===== src/rtl/bsearch_pkg.sv =====
// Package: shared types of the binary search engine.
// Assumes nothing beyond IEEE 1800-2017.
package bsearch_pkg;

    // Controller states; one probe walks CHECK -> MID -> ISSUE -> WAIT -> CMP.
    typedef enum logic [2:0] {
        ST_IDLE,
        ST_CHECK,
        ST_MID,
        ST_ISSUE,
        ST_WAIT,
        ST_CMP,
        ST_FOUND,
        ST_MISS
    } bs_state_e;

endpackage


===== src/rtl/bsearch_bounds.sv =====
// Module: bsearch_bounds
// Holds the signed search window [low, high] and the registered midpoint.
// Assumes: the controller loads the midpoint only after a passing window
// check, so low+high is non-negative there. The bounds carry two more bits
// than the index, which lets high reach -1 and low reach DEPTH without wrapping.
module bsearch_bounds #(
    parameter int DEPTH  = 3872,
    parameter int ADDR_W = 12
) (
    input  logic              clk,
    input  logic              rst_n,
    input  logic              init,
    input  logic              mid_load,
    input  logic              go_up,
    input  logic              go_down,
    output logic              range_ok,
    output logic [ADDR_W-1:0] mid
);
    localparam int IW = ADDR_W + 2;
    localparam logic signed [IW-1:0] HI_INIT = IW'(DEPTH - 1);
    localparam logic signed [IW-1:0] ONE     = IW'(1);
    localparam logic signed [IW-1:0] NEG1    = '1;

    logic signed [IW-1:0] low_q, high_q, sum, mid_ext;
    logic [ADDR_W-1:0]    mid_q;

    assign sum      = low_q + high_q;
    assign mid_ext  = $signed({{(IW-ADDR_W){1'b0}}, mid_q});
    assign range_ok = (low_q <= high_q);
    assign mid      = mid_q;

    // Window bounds: reset or restart to the full table, else move one bound.
    always_ff @(posedge clk) begin
        if (!rst_n || init) begin
            low_q  <= '0;
            high_q <= HI_INIT;
        end else if (go_up) begin
            low_q  <= mid_ext + ONE;
        end else if (go_down) begin
            high_q <= mid_ext - ONE;
        end
    end

    // Midpoint register: floor of the window's centre.
    always_ff @(posedge clk) begin
        if (!rst_n) begin
            mid_q <= '0;
        end else if (mid_load) begin
            mid_q <= ADDR_W'(sum >>> 1);
        end
    end

    // the loaded midpoint lies inside the window it was taken from.
    p_mid_window_r4: assert property (@(posedge clk) disable iff (!rst_n)
        mid_load |=> (mid_ext >= $past(low_q)) && (mid_ext <= $past(high_q)));

    // high may go down to -1 but never below, and never wraps.
    p_no_wrap_r9: assert property (@(posedge clk) disable iff (!rst_n)
        (high_q >= NEG1) && (high_q <= HI_INIT));
endmodule


===== src/rtl/bsearch_cmp.sv =====
// Module: bsearch_cmp
// Captures the search key and the word read for the current probe, and
// compares the two as unsigned values.
// Assumes: cap_data is raised in the cycle where the memory output holds the
// word for the current probe address.
module bsearch_cmp #(
    parameter int DATA_W = 32
) (
    input  logic              clk,
    input  logic              rst_n,
    input  logic              cap_key,
    input  logic [DATA_W-1:0] key_in,
    input  logic              cap_data,
    input  logic [DATA_W-1:0] rdata,
    output logic              less,
    output logic              greater
);
    logic [DATA_W-1:0] key_q, word_q;

    // Key register: loaded only on an accepted start.
    always_ff @(posedge clk) begin
        if (!rst_n)       key_q <= '0;
        else if (cap_key) key_q <= key_in;
    end

    // Probe word register: holds the read result for the compare state.
    always_ff @(posedge clk) begin
        if (!rst_n)        word_q <= '0;
        else if (cap_data) word_q <= rdata;
    end

    assign less    = (word_q < key_q);
    assign greater = (word_q > key_q);
endmodule


===== src/rtl/bsearch_ctrl.sv =====
// Module: bsearch_ctrl
// Sequences the probes of one search and owns the result registers.
// Assumes: the memory returns data one cycle after a read enable, and the
// bounds and compare blocks respond on the edge after their strobes.
module bsearch_ctrl
    import bsearch_pkg::*;
#(
    parameter int ADDR_W = 12,
    parameter int PROBES = 12
) (
    input  logic                clk,
    input  logic                rst_n,
    input  logic                start,
    input  logic                range_ok,
    input  logic                less,
    input  logic                greater,
    input  logic [ADDR_W-1:0]   mid,
    output logic                init,
    output logic                mid_load,
    output logic                go_up,
    output logic                go_down,
    output logic                cap_key,
    output logic                cap_data,
    output logic                rd_en,
    output logic                busy,
    output logic                done,
    output logic                match,
    output logic signed [ADDR_W:0] location
);
    localparam int MAX_BUSY = 5 * PROBES;
    localparam int CW       = $clog2(MAX_BUSY + 2) + 1;

    bs_state_e state_q, state_d;

    // Next-state and strobe decode: every compare outcome names its next state.
    always_comb begin
        state_d  = state_q;
        init     = 1'b0;
        cap_key  = 1'b0;
        mid_load = 1'b0;
        rd_en    = 1'b0;
        cap_data = 1'b0;
        go_up    = 1'b0;
        go_down  = 1'b0;
        case (state_q)
            ST_IDLE: begin
                if (start) begin
                    init    = 1'b1;
                    cap_key = 1'b1;
                    state_d = ST_CHECK;
                end
            end
            ST_CHECK: state_d = range_ok ? ST_MID : ST_MISS;
            ST_MID: begin
                mid_load = 1'b1;
                state_d  = ST_ISSUE;
            end
            ST_ISSUE: begin
                rd_en   = 1'b1;
                state_d = ST_WAIT;
            end
            ST_WAIT: begin
                cap_data = 1'b1;
                state_d  = ST_CMP;
            end
            ST_CMP: begin
                if (less) begin
                    go_up   = 1'b1;
                    state_d = ST_CHECK;
                end else if (greater) begin
                    go_down = 1'b1;
                    state_d = ST_CHECK;
                end else begin
                    state_d = ST_FOUND;
                end
            end
            ST_FOUND: state_d = ST_IDLE;
            ST_MISS:  state_d = ST_IDLE;
            default:  state_d = ST_IDLE;
        endcase
    end

    // State register.
    always_ff @(posedge clk) begin
        if (!rst_n) state_q <= ST_IDLE;
        else        state_q <= state_d;
    end

    // Result registers: written only on entry to a terminal state.
    always_ff @(posedge clk) begin
        if (!rst_n) begin
            match    <= 1'b0;
            location <= '1;
        end else if (state_q == ST_CMP && !less && !greater) begin
            match    <= 1'b1;
            location <= $signed({1'b0, mid});
        end else if (state_q == ST_CHECK && !range_ok) begin
            match    <= 1'b0;
            location <= '1;
        end
    end

    assign busy = (state_q != ST_IDLE) && (state_q != ST_FOUND) && (state_q != ST_MISS);
    assign done = (state_q == ST_FOUND) || (state_q == ST_MISS);

    // Busy-cycle counter used only to bound the search length.
    logic [CW-1:0] busy_cnt;
    always_ff @(posedge clk) begin
        if (!rst_n)    busy_cnt <= '0;
        else if (busy) busy_cnt <= busy_cnt + 1'b1;
        else           busy_cnt <= '0;
    end

    // the result strobe lasts one cycle.
    p_done_pulse_r7: assert property (@(posedge clk) disable iff (!rst_n)
        done |=> !done);

    // each read enable is a single-cycle pulse.
    p_rd_single_r4: assert property (@(posedge clk) disable iff (!rst_n)
        rd_en |=> !rd_en);

    // a busy engine only continues or finishes; a start cannot reset it.
    p_no_restart_r3: assert property (@(posedge clk) disable iff (!rst_n)
        (busy && start) |=> (busy || done));

    // no search stays busy longer than PROBES probes plus a final check.
    p_latency_r10: assert property (@(posedge clk) disable iff (!rst_n)
        busy |-> (busy_cnt <= CW'(MAX_BUSY)));
endmodule


===== src/rtl/bsearch_engine.sv =====
// Module: bsearch_engine (top)
// Binary search of an ascending table held in an external memory with
// registered reads of one cycle latency.
// Assumes: the table is sorted in ascending unsigned order and the memory
// returns mem_rdata one cycle after mem_rd_en for the address given then.
module bsearch_engine #(
    parameter int DATA_W = 32,
    parameter int DEPTH  = 3872,
    parameter int ADDR_W = $clog2(DEPTH)
) (
    input  logic                   clk,
    input  logic                   rst_n,
    input  logic                   start,
    input  logic [DATA_W-1:0]      target,
    output logic                   busy,
    output logic                   done,
    output logic                   match,
    output logic signed [ADDR_W:0] location,
    output logic                   mem_rd_en,
    output logic [ADDR_W-1:0]      mem_addr,
    input  logic [DATA_W-1:0]      mem_rdata
);
    localparam int PROBES = $clog2(DEPTH + 1);

    logic init, mid_load, go_up, go_down, cap_key, cap_data;
    logic range_ok, less, greater;
    logic [ADDR_W-1:0] mid;

    bsearch_bounds #(.DEPTH(DEPTH), .ADDR_W(ADDR_W)) u_bounds (
        .clk(clk), .rst_n(rst_n), .init(init), .mid_load(mid_load),
        .go_up(go_up), .go_down(go_down), .range_ok(range_ok), .mid(mid)
    );

    bsearch_cmp #(.DATA_W(DATA_W)) u_cmp (
        .clk(clk), .rst_n(rst_n), .cap_key(cap_key), .key_in(target),
        .cap_data(cap_data), .rdata(mem_rdata), .less(less), .greater(greater)
    );

    bsearch_ctrl #(.ADDR_W(ADDR_W), .PROBES(PROBES)) u_ctrl (
        .clk(clk), .rst_n(rst_n), .start(start), .range_ok(range_ok),
        .less(less), .greater(greater), .mid(mid), .init(init),
        .mid_load(mid_load), .go_up(go_up), .go_down(go_down),
        .cap_key(cap_key), .cap_data(cap_data), .rd_en(mem_rd_en),
        .busy(busy), .done(done), .match(match), .location(location)
    );

    assign mem_addr = mid;

    // the probe word is captured exactly one cycle after its read enable.
    p_capture_after_read_r5: assert property (@(posedge clk) disable iff (!rst_n)
        cap_data |-> $past(mem_rd_en));

    // the reported location changes only together with the strobe.
    p_result_hold_r11: assert property (@(posedge clk) disable iff (!rst_n)
        !$stable(location) |-> done);

    // the key is frozen while a search is running.
    p_key_frozen_r2: assert property (@(posedge clk) disable iff (!rst_n)
        busy |=> $stable(u_cmp.key_q));
endmodule


===== config.mk =====
export PLATFORM = sky130hd
export DESIGN_NAME = bsearch_engine
export DESIGN_NICKNAME = d
export VERILOG_FILES = /design/src/rtl/bsearch_pkg.sv /design/src/rtl/bsearch_bounds.sv /design/src/rtl/bsearch_cmp.sv /design/src/rtl/bsearch_ctrl.sv /design/src/rtl/bsearch_engine.sv
export SDC_FILE = /design/constraint.sdc
export NUM_CORES = 1
export LEC_CHECK = 0
export CAP_MARGIN = 20
export CORE_ASPECT_RATIO = 1.2
export CORE_UTILIZATION = 55
export DETAILED_ROUTE_END_ITERATION = 16
export GPL_ROUTABILITY_DRIVEN = 1
export PLACE_DENSITY_LB_ADDON = 0.25
export SLEW_MARGIN = 20
export SYNTH_ARGS = -nofsm -noshare
export SYNTH_HDL_FRONTEND = slang
export SYNTH_HIERARCHICAL = 1
export SYNTH_SLANG_ARGS = --single-unit

===== constraint.sdc =====
create_clock -name clk -period 3.75 [get_ports clk]
set_input_delay 0.75 -clock clk [delete_from_list [all_inputs] [get_ports clk]]
set_output_delay 0.75 -clock clk [all_outputs]
set_load 0.05 [all_outputs]

---- Word-level counts from Yosys, hierarchy flattened ----
Cells that the tools add are included.
operators by class
  add/subtract/negate cells ............... 3
  multipliers ............................. 0
  div/mod/pow operators ................... 0
  order comparisons ....................... 3
  equal/unequal tests ..................... 10
  shift-type cells ........................ 0
  mux-type cells .......................... 19
  bitwise gates (word level) .............. 1
  reductions and logical operators ........ 16
operators by type and width
  cell                                                                   number
  32-bit > comparator                                                    1
  32-bit < comparator                                                    1
  13-bit two-way mux                                                     2
  3-bit case mux with 7 select lines                                     1
  14-bit by 13-bit less-or-equal comparator with 1-bit output            1
  12-bit by 1-bit adder with 13-bit output, second input constant        1
  13-bit adder                                                           1
  12-bit by 1-bit subtractor with 13-bit output, second input constant   1
  3-bit equality test, second input constant                             4
  1-bit two-way mux                                                      12
  3-bit two-way mux                                                      4
  3-bit by 2-bit equality test with 1-bit output, second input constant  2
  3-bit != test, second input constant                                   2
  1-bit logical AND                                                      5
  1-bit logical NOT                                                      4
  3-bit by 1-bit equality test with 1-bit output, second input constant  1
  3-bit logical NOT                                                      1
  3-bit nonzero test                                                     1
  1-bit logical OR                                                       2
  2-bit != test, second input constant                                   1
  2-bit AND reduction                                                    1
  2-bit nonzero test                                                     1
  2-bit OR reduction                                                     1
  1-bit inverter                                                         1
word-level totals
  register bits after elaboration ......... 119
  bits in latches ......................... 0
  RAM bits ................................ 0
  ROM bits ................................ 0
  input port bits ......................... 67
  output and inout port bits .............. 29
  memories kept ........................... 0

---- Logic depth before layout (Yosys ltp) ----
Gate-level depths: netlist of run 1.
  depth after elaboration ................. 5
  mapped depth ............................ 15
  mapped depth without buffers ............ 13

---- Cells and area by module ----
The synthesis of run 1 kept the hierarchy.
modules (own cells, without submodules)
  module          times used  cells each  area an instance (µm²)  sequential area each (µm²)
  bsearch_cmp     1           321         3,203.1                 1,281.2
  bsearch_bounds  1           326         2,690.1                 760.7
  bsearch_ctrl    1           125         960.9                   340.3

---- Worst setup path before layout of run 1 ----
No wires, ideal clock.
  kind .................................... register to register
  start point ............................. register u_cmp.key_q[14]
  end point ............................... register u_bounds.high_q[7]
  setup time .............................. 0.079 ns
  arrival ................................. 2.863 ns
  data required time ...................... 3.671 ns
  slack ................................... 0.808 ns
  cell stages (with the launch flop) ...... 14
  path buffers ............................ 2
  clock period less this slack ............ 2.942 ns
  cell sequence ........................... dfxtp_1 > inv_1 > ha_1 > nand4_1 > a2111oi_1 > o31ai_1 > and2_1 > nand4bb_1 > buf_4 > nor2_1 > nor2b_1 > clkbuf_1 > nor2_1 > a211oi_2
on the way
  elaborated cells on any way between the ends .. 9
  classes of those cells .................. order compare (2); mux (5); bitwise (1); reduce/logical (1)
RTL lines
  element                        line                  source
  start, declared                bsearch_cmp.sv:18     logic [DATA_W-1:0] key_q, word_q;
  start signal, assigned         bsearch_cmp.sv:23     else if (cap_key) key_q <= key_in;
  32-bit < comparator            bsearch_cmp.sv:32     assign less = (word_q < key_q);
  via less                       bsearch_engine.sv:26  logic range_ok, less, greater;
  1-bit two-way mux              bsearch_ctrl.sv:67    if (less) begin
  1-bit two-way mux              bsearch_ctrl.sv:45    case (state_q)
  via go_down                    bsearch_engine.sv:25  logic init, mid_load, go_up, go_down, cap_key, cap_data;
  2-bit AND reduction (no line)  -
  end signal, assigned           bsearch_bounds.sv:40  high_q <= mid_ext - ONE;
  end, declared                  bsearch_bounds.sv:24  logic signed [IW-1:0] low_q, high_q, sum, mid_ext;
The timed path passes the listed nets, and every way through them passes these cells.
A chain may end at the register's enable or synchronous reset.

---- Final worst setup path of run 1 ----
  start point ............................. register u_bounds.high_q[3]
  end point ............................... register u_ctrl.location[9]
on the way
  cells in the longest elaborated chain, start to end .. 4
ends and longest elaborated chain
  element                                                      line                  source
  14-bit by 13-bit less-or-equal comparator with 1-bit output  bsearch_bounds.sv:29  assign range_ok = (low_q <= high_q);
  via range_ok                                                 bsearch_engine.sv:26
  1-bit logical NOT                                            bsearch_ctrl.sv:97    end else if (state_q == ST_CHECK && !range_ok) begin
  1-bit logical AND                                            bsearch_ctrl.sv:97
  2-bit nonzero test (no line)                                 -
  end signal, assigned                                         bsearch_ctrl.sv:96    location <= $signed({1'b0, mid});
  end, declared                                                bsearch_ctrl.sv:28    output logic signed [ADDR_W:0] location
The timed path passes the listed nets, and every way through them passes these cells.

==> impl_metrics.yaml, run 1 <==
outcome:
  outcome: "completed"
synth:
  synth.avg_cell_area_sq_um: 8.88
  synth_enable_flop_cells: 0
  post_synth_inst_count: 772
  synth-compound-area-share: 0.120
  synth_sequential_area_ratio: 0.348
  post_synth_xor_area_fraction: 0.0268
  synth_simple_gate_area_share: 0.233
  synth-warning-count: 6
  syn-cell-area_sq_um: 6850
  synth_top_family_by_area: "simple AND/OR/NAND/NOR gates"
  synth_ff_type: "sky130_fd_sc_hd__dfxtp_1"
  synth-async-reset-ratio: 0
  post_synth_num_cell_types: 67
  ys_ff_latch: 119
  synthesis.nets: 900
  synth_adder_area_share: 0.112
  post_synth_mux_area_share: 0.0978
critical_path:
  required_ns: 4.08
  crit_chain: "inv_1 > ha_1 > a21o_1 > a211oi_1 > a211oi_1 > a2111oi_0 > mux2i_1 > nor2_1 > nor3_1 > a211oi_1"
  crit_path_end_kind: "flop"
  timing.critical_path.from: "u_bounds/high_q[3]"
  worst-path-stages: 10
  worst-r2r-cell-count: 10
  timing.critical_path.to: "u_ctrl/location[9]"
  reg2reg_from: "u_bounds/high_q[3]"
  timing.setup.critical_path_class: "reg -> reg"
  slowest_stage: "sky130_fd_sc_hd__nor2_1"
  critical_path.max_fanout: 12
  cp_num_buf_inv: 1
  critPathArrivalTime_ns: 3.50
  crit_path_frequent_cell: "sky130_fd_sc_hd__a211oi_1"
  critPathTopFamily: "compound AO/OA/AOI/OAI gates"
  rrSetupSlack_ns: 0.59
  worstReg2RegEnd: "u_ctrl/location[9]"
  crit_path_max_cell_delay_ns: 0.68
  worst_setup_path_start_kind: "flop"
cells_and_area:
  utilization: 0.696
  antenna_fix_cells: 0
  design.final.nets: 976
  drive_gt1_frac: 0.0639
  syn_to_final_growth_pct: 23.0
  mostFrequentLayoutCell: "sky130_fd_sc_hd__dfxtp_1"
  most-common-layout-cells: "sky130_fd_sc_hd__dfxtp_1, sky130_fd_sc_hd__clkdlybuf4s50_1, sky130_fd_sc_hd__nor2b_1, sky130_fd_sc_hd__mux2i_1, sky130_fd_sc_hd__ha_1"
sta:
  post-route-worst-setup-slack_ns: 0.589
  whs_ns: 0.515
  grt_setup_unrepaired: "false"
  tightestPinTransition_ns: 0.842
  finalClockSkew_ns: 0.0132
  timing_hold_violations_final: 0
  report.final.setup_viol: 0
  period_share: 0.843
  fmaxAchievable_mhz: 316
  final_period_minus_worst_setup_slack_ns: 3.16
  max_slew_margin: 0.437
  setup_total_negative_slack_ns: 0
  timing.final.max_slew_violations: 0
drt:
  vias: 5842
  postRouteAntennaNets: 0
  detail_route.drc_violations: 0
  initialDrtViolationCount: 323
  wl_microns: 17000
  detail_route.vias_per_cell: 5.72
  first_pass_iters: 7
  routed_wl_per_cell_microns: 16.6
place:
  dp_worst_slack_ns: 0.637
  hpwlAfterDp_microns: 12200
  routabilityCongestion: 0.892
  port_buffers: 95
grt:
  grt_start_max_net_pins: 95
  global_route.overflow_total: 0
  track_usage: 0.275
  grt_antenna_before_repair: 0
  grt_first_pass_wirelength_microns: 28600
  number_of_global_route_vias_before_repair: 6008
power:
  worst_vdd_drop_mv: 0.299
  fraction_of_power_consumed_by_combinational_cells: 0.206
  power.net_switching_mw: 1.10
  power.clock.fraction: 0.411
  cellInternalPower_mw: 2.65
  total_power_divided_by_cell_area_nw_per_um2: 444
  power_leakage_nw: 3.38
  power_frac_seq: 0.383
  netSwitchingFraction: 0.293
clock_network:
  postCtsResizedCells: 0
  ctsHtreeMaxLevel: 4
  cts_root_buf: "sky130_fd_sc_hd__clkbuf_16"
  clk_path_buf_depth: 2
  clock_latency_ns: 0.43
  post-cts-setup-buffers: 0
  cts_made_buffers: 17
  cts.sinks: 119
  cts_tree: "yes"
  hold_buffers: 0
  clk_pin_slew_worst_paths_ns: 0.06
flow_run:
  maxCapViolations: 0
floorplanning:
  std_cell_rows: 44
  dieWidth_microns: 104
  fp.dieArea_sq_um: 12900
  initial_core_util: 0.566
  die_y_microns: 124
  core-area_sq_um: 12100
  ios: 96
hold_path:
  min-delay-path-class: "reg -> reg"
worst min-delay path: stages, from the launching register on:
cell and delay (ns):
sky130_fd_sc_hd__dfxtp_1 0.33, sky130_fd_sc_hd__nor2_1 0.09, sky130_fd_sc_hd__a211oi_1 0.05
metal layers:
metal / vias up / track usage / wire, microns
met4: 0 / 0.115 / 375
met2: 196 / 0.495 / 8760
met5: - / 0 / 0
li1: 2843 / - / -
met3: 29 / 0.0696 / 885
met1: 2774 / 0.306 / 6970
logic make-up (layout without fill, tap and decap cells):
| kind of cell | after synthesis | after routing |
|---|---|---|
| buffers and inverters | 103 | 192 |
| DFF | 119 | 119 |
| adders and majority gates | 61 | 61 |
| and+or+nand+nor | 280 | 280 |
| xor gates and xnor gates | 21 | 21 |
| AOI/OAI and AO/OA | 121 | 121 |
| muxes | 67 | 67 |
area by class of cell:
class | count | area (sq um)
clock buffer | 25 | 526
clock inverter | 7 | 41.3
fill | 981 | 3680
inverter | 56 | 210
multi-input combinational | 550 | 4060
sequential | 119 | 2380
tap | 161 | 201
timing repair buffer | 104 | 1010
Yosys cell counts (all sizes together) (3+ instances only):
master,instances,area share
mux2i,67,0.098
a31oi,4,0.0037
buf,23,0.019
nand4,7,0.0064
clkbuf,24,0.013
and2,4,0.0037
nor3b,5,0.0062
o21ai,23,0.017
xor2,12,0.015
a211oi,30,0.034
nor3,39,0.032
or3,9,0.0097
a21oi,28,0.021
nand2,32,0.018
nor4,6,0.0077
dfxtp,119,0.35
nand3,12,0.0088
o211ai,8,0.0088
nor2b,76,0.069
a311oi,3,0.0038
o31ai,3,0.0033
a21o,3,0.0033
nand2b,18,0.016
xnor2,9,0.012
and4,4,0.0051
ha,60,0.11
inv,56,0.031
and3,8,0.0073
nor2,47,0.026
through the flow:
stage	instance area, sq um	std cells	power (mW)
finish	8430	1022	3.74
global route	8430	1022	3.90
CTS	8430	1022	3.76
detailed placement	7870	990	2.22
global placement	7870	990	2.19
floorplan	6850	772	1.98
power groups by stage:
| stage | sequential [mW] | clock, mW | combinational (mW) |
|---|---|---|---|
| floorplan | 1.47 | 0 | 0.515 |
| global placement | 1.45 | 0 | 0.738 |
| detailed placement | 1.46 | 0 | 0.760 |
| CTS | 1.43 | 1.57 | 0.765 |
| global route | 1.44 | 1.62 | 0.837 |
| finish | 1.43 | 1.54 | 0.769 |
worst min-delay path by stage:
stage	startpoint	endpoint	slack [ns]	cells after the start
after floorplan	u_bounds/high_q[12]	u_bounds/high_q[12]	0.44	2
after global placement	u_bounds/low_q[12]	u_bounds/low_q[12]	0.49	2
after detailed placement	u_bounds/high_q[12]	u_bounds/high_q[12]	0.50	2
after CTS	u_bounds/high_q[12]	u_bounds/high_q[12]	0.51	2
after global routing	u_bounds/high_q[12]	u_bounds/high_q[12]	0.54	2
final	u_bounds/low_q[8]	u_bounds/low_q[8]	0.52	2
state kept, by name, indices dropped and copies added, names as in the netlist:
| signal | cells |
|---|---|
| u_bounds/high_q | 13 |
| u_bounds/low_q | 13 |
| u_bounds/mid | 12 |
| u_cmp/key_q | 32 |
| u_cmp/word_q | 32 |
| u_ctrl/location | 13 |
| u_ctrl/match | 1 |
| u_ctrl/state_q | 3 |
(Power assumes the default switching activity.)
==> inputs of run 2 (changes only) <==
--- a/config.mk
+++ b/config.mk
@@ -7,7 +7,7 @@
 export LEC_CHECK = 0
 export CAP_MARGIN = 20
 export CORE_ASPECT_RATIO = 1.2
-export CORE_UTILIZATION = 55
+export CORE_UTILIZATION = 50
 export DETAILED_ROUTE_END_ITERATION = 16
 export GPL_ROUTABILITY_DRIVEN = 1
 export PLACE_DENSITY_LB_ADDON = 0.25
==> constraint.sdc (replaced) <==
create_clock -name clk -period 2.6 [get_ports clk]
set_input_delay 0.52 -clock clk [delete_from_list [all_inputs] [get_ports clk]]
set_output_delay 0.52 -clock clk [all_outputs]
set_load 0.05 [all_outputs]
==> impl_metrics.yaml, run 2 (synthesized netlist as in run 1, its figures left out) <==
flow_run:
  maxCapViolations: 0
cells_and_area:
  syn_to_final_growth_pct: 37.7
  drive_gt1_frac: 0.197
  fin_cells: 1099
  mostFrequentLayoutCell: "sky130_fd_sc_hd__dfxtp_1"
  area_used_by_multi_input_combinational_logic_sq_um: 4400
  fillerInstances: 944
  largestRegisters: "u_cmp/key_q: 32 flops, u_cmp/word_q: 32 flops"
  register_area_sq_um: 2400
  design.final.nets: 1046
  antenna_fix_cells: 0
  final_instance_area_sq_um: 9440
  most-common-layout-cells: "sky130_fd_sc_hd__dfxtp_1, sky130_fd_sc_hd__clkdlybuf4s50_1, sky130_fd_sc_hd__nor2b_1, sky130_fd_sc_hd__buf_4, sky130_fd_sc_hd__mux2i_1"
  utilization: 0.710
critical_path:
  crit_path_max_cell_delay_ns: 0.35
  timing.setup.critical_path_class: "reg -> reg"
  timing.critical_path.to: "u_bounds/high_q[11]"
  critPathArrivalTime_ns: 2.91
  crit_chain: "inv_2 > ha_4 > nand4_1 > buf_4 > nor2_1 > a221o_1 > o31ai_4 > and2_4 > and4b_4 > nor2b_4 > buf_6 > buf_6 > nor3_4 > a31oi_1"
  required_ns: 2.85
  rrSetupSlack_ns: -0.06
  crit_path_frequent_cell: "sky130_fd_sc_hd__buf_6"
  reg2reg_from: "u_cmp/key_q[10]"
  cp_num_buf_inv: 4
  timing.critical_path.from: "u_cmp/key_q[10]"
  crit_path_end_kind: "flop"
  critPathTopFamily: "simple AND/OR/NAND/NOR gates"
  critical_path.max_fanout: 5
  worstReg2RegEnd: "u_bounds/high_q[11]"
  worst_setup_path_start_kind: "flop"
  worst-path-stages: 14
  worst-r2r-cell-count: 14
  slowest_stage: "sky130_fd_sc_hd__a221o_1"
drt:
  first_pass_iters: 5
  wl_microns: 19500
  detail_route.drc_violations: 0
  routed_wl_per_cell_microns: 17.7
  postRouteAntennaNets: 0
  vias: 6261
  initialDrtViolationCount: 414
  detail_route.vias_per_cell: 5.70
sta:
  report.final.setup_viol: 10
  whs_ns: 0.510
  post-route-worst-setup-slack_ns: -0.0582
  final_period_minus_worst_setup_slack_ns: 2.66
  tightestPinTransition_ns: 1.05
  finalClockSkew_ns: 0.0205
  grt_setup_unrepaired: "true"
  timing_hold_violations_final: 0
  max_slew_margin: 0.299
  timing.final.max_slew_violations: 0
  period_share: 1.02
  fmaxAchievable_mhz: 376
  setup_total_negative_slack_ns: -0.223
clock_network:
  cts_made_buffers: 17
  cts_root_buf: "sky130_fd_sc_hd__clkbuf_16"
  hold_buffers: 0
  ctsHtreeMaxLevel: 4
  cts.sinks: 119
  clk_pin_slew_worst_paths_ns: 0.06
  clock_latency_ns: 0.43
  clk_path_buf_depth: 2
  cts_tree: "yes"
floorplanning:
  core-area_sq_um: 13300
  initial_core_util: 0.516
  dieWidth_microns: 109
  die_y_microns: 130
  std_cell_rows: 46
  ios: 96
  fp.dieArea_sq_um: 14200
grt:
  global_route.overflow_total: 0
  grt_first_pass_wirelength_microns: 30300
  number_of_global_route_vias_before_repair: 6346
  track_usage: 0.279
  grt_start_max_net_pins: 55
  grt_antenna_before_repair: 0
place:
  dp_worst_slack_ns: -0.235
  hpwlAfterDp_microns: 13300
  placed_area_sq_um: 8400
  routabilityCongestion: 0.965
  port_buffers: 95
  dp_cells: 1058
hold_path:
  min-delay-path-class: "reg -> reg"
power:
  total_power_divided_by_cell_area_nw_per_um2: 617
  power_leakage_nw: 3.86
  design_power_total_mw: 5.83
  worst_vdd_drop_mv: 0.479
outcome:
  outcome: "complete, but fails checks"
  violated_checks: "setup timing"
[run 2: tightest hold or removal path, stage by stage (launching register included)]
cell	delay, ns
sky130_fd_sc_hd__dfxtp_2	0.32
sky130_fd_sc_hd__mux2i_1	0.06
sky130_fd_sc_hd__nor2b_1	0.09
[run 2: layout make-up]
type,instances,area share
Clock buffer,23,0.0507
Clock inverter,9,0.0130
Inverter,56,0.0223
Multi-Input combinational cell,550,0.466
Sequential cell,119,0.254
Tap cell,168,0.0223
Timing Repair Buffer,174,0.171
[run 2: worst min-delay path by stage]
stage,slack (ns),startpoint,cells past startpoint,to
CTS,0.51,u_bounds/low_q[5],2,u_bounds/low_q[5]
floorplan,0.44,u_bounds/high_q[12],2,u_bounds/high_q[12]
finish,0.51,u_cmp/key_q[13],2,u_cmp/key_q[13]
global route,0.52,u_bounds/low_q[5],2,u_bounds/low_q[5]
global placement,0.50,u_cmp/key_q[5],2,u_cmp/key_q[5]
detailed placement,0.50,u_bounds/low_q[5],2,u_bounds/low_q[5]
[run 2: routing by layer]
metal / global-route usage / share of wire / up-vias
met3: 0.0684 / 0.053 / 72
met5: 0 / 0 / -
met1: 0.297 / 0.40 / 2976
li1: - / - / 2986
met4: 0.162 / 0.045 / 0
met2: 0.498 / 0.50 / 227
[run 2: where the power goes]
part / switching [mW] / internal (mW) / leakage [nW]
registers: 0.0851 / 1.93 / 0.970
logic: 0.794 / 0.625 / 2.60
clock network: 0.824 / 1.57 / 0.297
[run 2: timing repair]
| item | in CTS | in global routing |
|---|---|---|
| resized for setup | 24 | 53 |
| cloned | 0 | 2 |
| endpoints found under the setup margin | 40 | 43 |
| pin swaps | 12 | 17 |
| buffers inserted | 1 | 6 |
